$ cat src/rtl/ext_irq_pkg.sv
package ext_irq_pkg;

  localparam int ADDR_W = 2;

  typedef enum logic [1:0] {
    SNS_LOW  = 2'b00,
    SNS_ANY  = 2'b01,
    SNS_FALL = 2'b10,
    SNS_RISE = 2'b11
  } sense_e;

  typedef enum logic [ADDR_W-1:0] {
    ADR_MASK   = 2'd0,
    ADR_FLAG   = 2'd1,
    ADR_SNS_LO = 2'd2,
    ADR_SNS_HI = 2'd3
  } reg_addr_e;

endpackage

$ cat src/rtl/ext_irq_sampler.sv
module ext_irq_sampler #(
  parameter int N_LINES = 8
) (
  input  logic               clk,
  input  logic               rst,
  input  logic [N_LINES-1:0] pin_i,
  output logic [N_LINES-1:0] smp_o,
  output logic [N_LINES-1:0] prv_o
);

  // single sampling stage plus one history stage; both preload on reset
  always_ff @(posedge clk) begin
    if (rst) begin
      smp_o <= pin_i;
      prv_o <= pin_i;
    end else begin
      smp_o <= pin_i;
      prv_o <= smp_o;
    end
  end

  // no edge can be seen on the first clock after reset
  p_no_false_edge_r10: assert property (@(posedge clk)
    $fell(rst) |-> (smp_o == prv_o));

endmodule

$ cat src/rtl/ext_irq_detect.sv
module ext_irq_detect
  import ext_irq_pkg::*;
#(
  parameter int N_LINES = 8,
  localparam int SNS_W  = 2 * N_LINES
) (
  input  logic [SNS_W-1:0]   sense_i,
  input  logic [N_LINES-1:0] smp_i,
  input  logic [N_LINES-1:0] prv_i,
  output logic [N_LINES-1:0] evt_o,
  output logic [N_LINES-1:0] lvl_mode_o,
  output logic [N_LINES-1:0] lvl_act_o
);

  for (genvar i = 0; i < N_LINES; i++) begin : g_line
    logic [1:0] md;
    logic       ev;
    assign md = sense_i[2*i +: 2];

    always_comb begin
      unique case (sense_e'(md))
        SNS_LOW:  ev = 1'b0;
        SNS_ANY:  ev = smp_i[i] ^ prv_i[i];
        SNS_FALL: ev = prv_i[i] & ~smp_i[i];
        default:  ev = ~prv_i[i] & smp_i[i];
      endcase
    end

    assign evt_o[i]      = ev;
    assign lvl_mode_o[i] = (md == SNS_LOW);
    assign lvl_act_o[i]  = (md == SNS_LOW) & ~smp_i[i];
  end

endmodule

$ cat src/rtl/ext_irq_regs.sv
module ext_irq_regs
  import ext_irq_pkg::*;
#(
  parameter int N_LINES = 8,
  localparam int SNS_W  = 2 * N_LINES
) (
  input  logic               clk,
  input  logic               rst,
  input  logic               wr_i,
  input  logic [ADDR_W-1:0]  addr_i,
  input  logic [N_LINES-1:0] wdata_i,
  input  logic [N_LINES-1:0] ack_i,
  input  logic [N_LINES-1:0] evt_i,
  input  logic [N_LINES-1:0] lvl_mode_i,
  output logic [N_LINES-1:0] mask_o,
  output logic [N_LINES-1:0] flag_o,
  output logic [SNS_W-1:0]   sense_o,
  output logic [N_LINES-1:0] rdata_o
);

  logic [N_LINES-1:0] w1c;
  logic [N_LINES-1:0] flag_nx;

  assign w1c = (wr_i && addr_i == ADR_FLAG) ? wdata_i : '0;

  // event set has priority over both clear sources; level mode forces zero
  assign flag_nx = ((flag_o & ~w1c & ~ack_i) | evt_i) & ~lvl_mode_i;

  always_ff @(posedge clk) begin
    if (rst) begin
      mask_o  <= '0;
      flag_o  <= '0;
      sense_o <= '0;
      rdata_o <= '0;
    end else begin
      flag_o <= flag_nx;
      if (wr_i && addr_i == ADR_MASK)   mask_o                   <= wdata_i;
      if (wr_i && addr_i == ADR_SNS_LO) sense_o[N_LINES-1:0]     <= wdata_i;
      if (wr_i && addr_i == ADR_SNS_HI) sense_o[SNS_W-1:N_LINES] <= wdata_i;
      unique case (addr_i)
        ADR_MASK:   rdata_o <= mask_o;
        ADR_FLAG:   rdata_o <= flag_o;
        ADR_SNS_LO: rdata_o <= sense_o[N_LINES-1:0];
        default:    rdata_o <= sense_o[SNS_W-1:N_LINES];
      endcase
    end
  end

  // R11 (and R2..R4): an event always leaves its flag set, even under a clear
  p_set_wins_r11: assert property (@(posedge clk) disable iff (rst)
    (evt_i != '0) |=> ((flag_o & $past(evt_i)) == $past(evt_i)));

  // write-one clears flags with no concurrent event
  p_w1c_clears_r6: assert property (@(posedge clk) disable iff (rst)
    (wr_i && addr_i == ADR_FLAG) |=> ((flag_o & $past(wdata_i & ~evt_i)) == '0));

  // acknowledge clears flags with no concurrent event
  p_ack_clears_r7: assert property (@(posedge clk) disable iff (rst)
    (ack_i != '0) |=> ((flag_o & $past(ack_i & ~evt_i)) == '0));

  // level-mode lines hold a zero flag
  p_level_no_flag_r8: assert property (@(posedge clk) disable iff (rst)
    (lvl_mode_i != '0) |=> ((flag_o & $past(lvl_mode_i)) == '0));

endmodule

$ cat src/rtl/ext_irq_sense.sv
module ext_irq_sense
  import ext_irq_pkg::*;
#(
  parameter int N_LINES = 8,
  localparam int SNS_W  = 2 * N_LINES
) (
  input  logic               clk,
  input  logic               rst,
  input  logic [N_LINES-1:0] pin_in,
  input  logic               gie,
  input  logic [N_LINES-1:0] irq_ack,
  input  logic               reg_wr,
  input  logic [ADDR_W-1:0]  reg_addr,
  input  logic [N_LINES-1:0] reg_wdata,
  output logic [N_LINES-1:0] reg_rdata,
  output logic [N_LINES-1:0] irq_req,
  output logic               irq_any
);

  logic [N_LINES-1:0] smp, prv;
  logic [N_LINES-1:0] evt, lvl_mode, lvl_act;
  logic [N_LINES-1:0] mask, flag;
  logic [SNS_W-1:0]   sense;
  logic [N_LINES-1:0] req_nx;

  ext_irq_sampler #(.N_LINES(N_LINES)) u_smp (
    .clk   (clk),
    .rst   (rst),
    .pin_i (pin_in),
    .smp_o (smp),
    .prv_o (prv)
  );

  ext_irq_detect #(.N_LINES(N_LINES)) u_det (
    .sense_i    (sense),
    .smp_i      (smp),
    .prv_i      (prv),
    .evt_o      (evt),
    .lvl_mode_o (lvl_mode),
    .lvl_act_o  (lvl_act)
  );

  ext_irq_regs #(.N_LINES(N_LINES)) u_regs (
    .clk        (clk),
    .rst        (rst),
    .wr_i       (reg_wr),
    .addr_i     (reg_addr),
    .wdata_i    (reg_wdata),
    .ack_i      (irq_ack),
    .evt_i      (evt),
    .lvl_mode_i (lvl_mode),
    .mask_o     (mask),
    .flag_o     (flag),
    .sense_o    (sense),
    .rdata_o    (reg_rdata)
  );

  assign req_nx = (flag | lvl_act) & mask & {N_LINES{gie}};

  always_ff @(posedge clk) begin
    if (rst) begin
      irq_req <= '0;
      irq_any <= 1'b0;
    end else begin
      irq_req <= req_nx;
      irq_any <= |req_nx;
    end
  end

  // a request needs the enable and the mask bit on the clock before
  p_gate_enable_r9: assert property (@(posedge clk) disable iff (rst)
    (irq_req != '0) |-> ($past(gie) && ((irq_req & ~$past(mask)) == '0)));

  // an enabled low level raises its request on the next clock
  p_level_req_r1: assert property (@(posedge clk) disable iff (rst)
    ((lvl_act & mask & {N_LINES{gie}}) != '0) |=>
      ((irq_req & $past(lvl_act & mask)) == $past(lvl_act & mask)));

endmodule

$ cat config.mk
export PLATFORM = sky130hd
export DESIGN_NAME = ext_irq_sense
export DESIGN_NICKNAME = d
export VERILOG_FILES = /design/src/rtl/ext_irq_pkg.sv /design/src/rtl/ext_irq_sampler.sv /design/src/rtl/ext_irq_detect.sv /design/src/rtl/ext_irq_regs.sv /design/src/rtl/ext_irq_sense.sv
export SDC_FILE = /design/constraint.sdc
export NUM_CORES = 1
export LEC_CHECK = 0
export BUFFER_PORTS_ARGS = -buffer_cell sky130_fd_sc_hd__buf_2
export CAP_MARGIN = 30
export CORE_MARGIN = 1
export CORE_UTILIZATION = 58
export CTS_BUF_LIST = sky130_fd_sc_hd__clkbuf_8
export CTS_CLUSTER_SIZE = 20
export DETAILED_ROUTE_END_ITERATION = 10
export PLACE_DENSITY_LB_ADDON = 0.15
export SLEW_MARGIN = 25
export SYNTH_ARGS = -nofsm -noshare
export SYNTH_HDL_FRONTEND = slang
export SYNTH_HIERARCHICAL = 1
export SYNTH_SLANG_ARGS = --single-unit
$ cat constraint.sdc
create_clock -name clk -period 1.44 [get_ports clk]
set_input_delay 0.072 -clock clk [delete_from_list [all_inputs] [get_ports clk]]
set_output_delay 0.072 -clock clk [all_outputs]
set_load 0.02 [all_outputs]
==> results.py <==
metrics = {
    "layout": {
        "utilization_pct": 72.8,
        "multiInputGateArea_sq_um": 1480,
        "nets": 427,
        "final_cells": 453,
        "layout-drive-gt1-share_pct": 23.3,
        "n_antenna_cell": 0,
        "fillCellCount": 397,
        "fin_area_sq_um": 3530,
        "ff_latch_area_sq_um": 1300,
        "area_growth_pct": 17.5,
    },
    "critical_path": {
        "r2r_cells": 5,
        "crit_start": "u_smp/smp_o[4]$_DFF_P_",
        "crit_fanout": 4,
        "worstReg2RegEnd": "u_regs/flag_o[4]$_SDFF_PP0_",
        "cp.depth": 5,
        "path_cells": "inv_1 > ha_1 > nand2b_1 > mux2i_1 > o21a_1",
        "regToRegSetupSlack_ps": 170,
        "cp.buffers_inverters": 1,
        "cpPeakStageDelay_ps": 390,
        "crit_required_ps": 1720,
        "reg2reg_from": "u_smp/smp_o[4]$_DFF_P_",
        "cp-start-kind": "flop",
        "cp.arrival_ps": 1550,
        "slowest_stage": "dfxtp_1",
        "crit_type": "reg -> reg",
        "worstSetupEndpointType": "flop",
        "critPathTopFamily": "flip-flops",
        "crit_end": "u_regs/flag_o[4]$_SDFF_PP0_",
    },
    "yosys": {
        "synth_area_sq_um": 3010,
        "syn_area_per_cell_sq_um": 9.25,
        "synth_top_area_share_pct": 43.3,
        "synth.area.top_cells": "dfxtp_1 43%, mux2i_1 11%, ha_1 6.7%, nand2_1 6.0%, a21oi_1 5.3%",
        "yosysWarnings": 6,
        "ys_types": 27,
        "netlist_instances": 325,
        "ys_seq_area_share_pct": 43.3,
        "yosys.area.top_type": "dfxtp_1",
        "ys_seq_elements": 65,
        "syn_nets": 371,
    },
    "grt": {
        "grt_remaining_overflow": 0,
        "grt_max_degree": 24,
        "antenna_found_initial": 0,
        "grt.total_usage_pct": 26.5,
        "grt_pass1_vias": 2293,
        "grt_first_pass_wirelength_microns": 10700,
    },
    "clock_network": {
        "insertion_delay_ps": 330,
        "cts_tree": "done",
        "clkSinkCount": 65,
        "post-cts-setup-buffers": 0,
        "cts.path.max_buffers": 2,
        "root_buffer": "clkbuf_8",
        "cts_made_buffers": 9,
        "h-tree-depth": 3,
        "cts_resized": 0,
        "clk_pin_slew_ps": 70,
        "ctsHoldBuffers": 8,
    },
    "floorplanning": {
        "fp.coreArea_sq_um": 4850,
        "die_area_sq_um": 5470,
        "io_pins": 47,
        "die-width_microns": 74.0,
        "placementRows": 25,
        "initial_core_util_pct": 62.0,
        "die_h_microns": 74.0,
    },
    "timing": {
        "rsz0062_at_grt": "false",
        "setup_tns_ps": 0,
        "period_needed_ps": 1270,
        "finalSetupViolCount": 0,
        "timing.final.crit_share_pct": 88.1,
        "slew_violations": 0,
        "tightest_slew_ps": 464,
        "clock.fmax_mhz": 788,
        "slew_headroom_pct": 69.0,
        "hold_violations": 0,
        "fin_skew_ps": 5.43,
    },
    "outcome": {
        "status": "finished clean",
    },
    "place": {
        "gp_congestion": 0.804,
        "dp_hpwl_microns": 4590,
        "portBuffers": 46,
        "placed_cells": 429,
        "dpl_cell_area_sq_um": 3260,
    },
    "power_and_ir_drop": {
        "p_leak_nw": 1.56,
        "finalPower_w": 0.00374,
        "ir_worst_vdd_mv": 1.17,
        "power.density_nw_per_um2": 1060,
    },
    "hold_path": {
        "min_path_type": "in -> reg",
    },
    "routing": {
        "drc": 0,
        "firstDrtPassIters": 4,
        "detail-route-antenna-nets": 0,
        "vias": 2389,
        "wl_microns": 6610,
        "drt_iter0_drc": 168,
        "wl_per_cell_microns": 14.6,
        "post_drt_via_cell_ratio": 5.27,
    },
    "job": {
        "drv_cap": 0,
    },
}
[cell type report]
class                           instances  area share (%)
Sequential cell                        65            36.9
Timing Repair Buffer                   68            11.8
Clock buffer                           13            5.07
Clock inverter                          3           0.390
Inverter                               16            1.70
Tap cell                               67            2.37
Multi-Input combinational cell        221            41.8
[registers in the layout (all words and copies together) (netlist names)]
name,cells
irq_any,1
u_regs/mask_o,8
u_smp/smp_o,8
u_regs/sense_o,16
irq_req,8
u_regs/flag_o,8
u_smp/prv_o,8
u_regs/rdata_o,8
[placed cells by master (no fill, tap or decap)]
master and count:
nor3b_4 1, nand2_1 48, and4_1 2, dfxtp_1 65, and3b_2 2, clkinv_2 2, mux2_4 8, nand3_1 1
a21oi_2 1, or2_2 1, buf_2 46, buf_4 14, or3b_1 1, nor3_1 8, clkbuf_8 13, o22ai_1 8
o21a_1 8, nor2_1 24, nand2b_1 18, and3_2 1, ha_1 16, nand3b_2 1, mux2i_1 32, dlygate4sd3_1 8
inv_1 17, a21oi_1 32, o21ai_1 8
[worst min path at each step]
stage | startpoint | cells after the start | to
after detailed placement | pin_in[2] | 1 | u_smp/smp_o[2]$_DFF_P_
after global placement | pin_in[7] | 1 | u_smp/smp_o[7]$_DFF_P_
after floorplan | pin_in[0] | 0 | u_smp/smp_o[0]$_DFF_P_
final | reg_wdata[7] | 3 | u_regs/mask_o[7]$_SDFFE_PP0P_
after CTS | reg_wdata[7] | 3 | u_regs/mask_o[7]$_SDFFE_PP0P_
after global routing | reg_wdata[5] | 3 | u_regs/mask_o[5]$_SDFFE_PP0P_
[where the power goes]
group	total [W]	internal (W)	leakage, nW	switching, W
combinational	0.000385	0.000189	0.924	0.000196
clock	0.00145	0.000802	0.107	0.000648
sequential	0.00190	0.00186	0.532	0.0000471
[per-layer routing]
layer | wire, microns | track usage [%] | vias to the layer above
met4 | 80 | 11.3 | 0
met1 | 2860 | 30.9 | 1104
li1 | - | - | 1193
met3 | 492 | 8.13 | 8
met5 | 0 | 0 | -
met2 | 3170 | 45.2 | 84
[cell usage after synthesis]
cell / count
dfxtp_1: 65
nand2_1: 48
a21oi_1: 32
mux2i_1: 32
nor2_1: 24
nand2b_1: 18
ha_1: 16
inv_1: 16
buf_4: 8
mux2_4: 8
nor3_1: 8
o21a_1: 8
o21ai_1: 8
o22ai_1: 8
buf_6: 6
clkbuf_1: 5
buf_2: 3
and3b_2: 2
and4_1: 2
a21oi_2: 1
and3_2: 1
clkbuf_2: 1
nand3_1: 1
nand3b_2: 1
nor3b_4: 1
or2_2: 1
or3b_1: 1
[cell families after synthesis]
kind of cell	after synthesis	share of synthesized area, %
adders and majority gates	16	6.66
buffers and inverters	39	7.54
muxes	40	14.7
DFF	65	43.3
AOI/OAI and AO/OA	57	10.6
and+or+nand+nor	108	17.2
[worst register-to-register path: cells and delay by family (launching register included)]
kind | cells | cell delay, ps
simple gates | 1 | 140
fa+ha+maj | 1 | 280
compound gates | 1 | 160
mux | 1 | 210
flops | 1 | 390
buf+inv | 1 | 60
[stage by stage]
step	hold slack (ps)	setup WS, ps
finish	13.8	171
CTS	2.37	175
detailed placement	191	185
global route	6.21	95.6
global placement	189	243
floorplan	99.7	259
No activity file was read; power rests on OpenSTA's default activity.
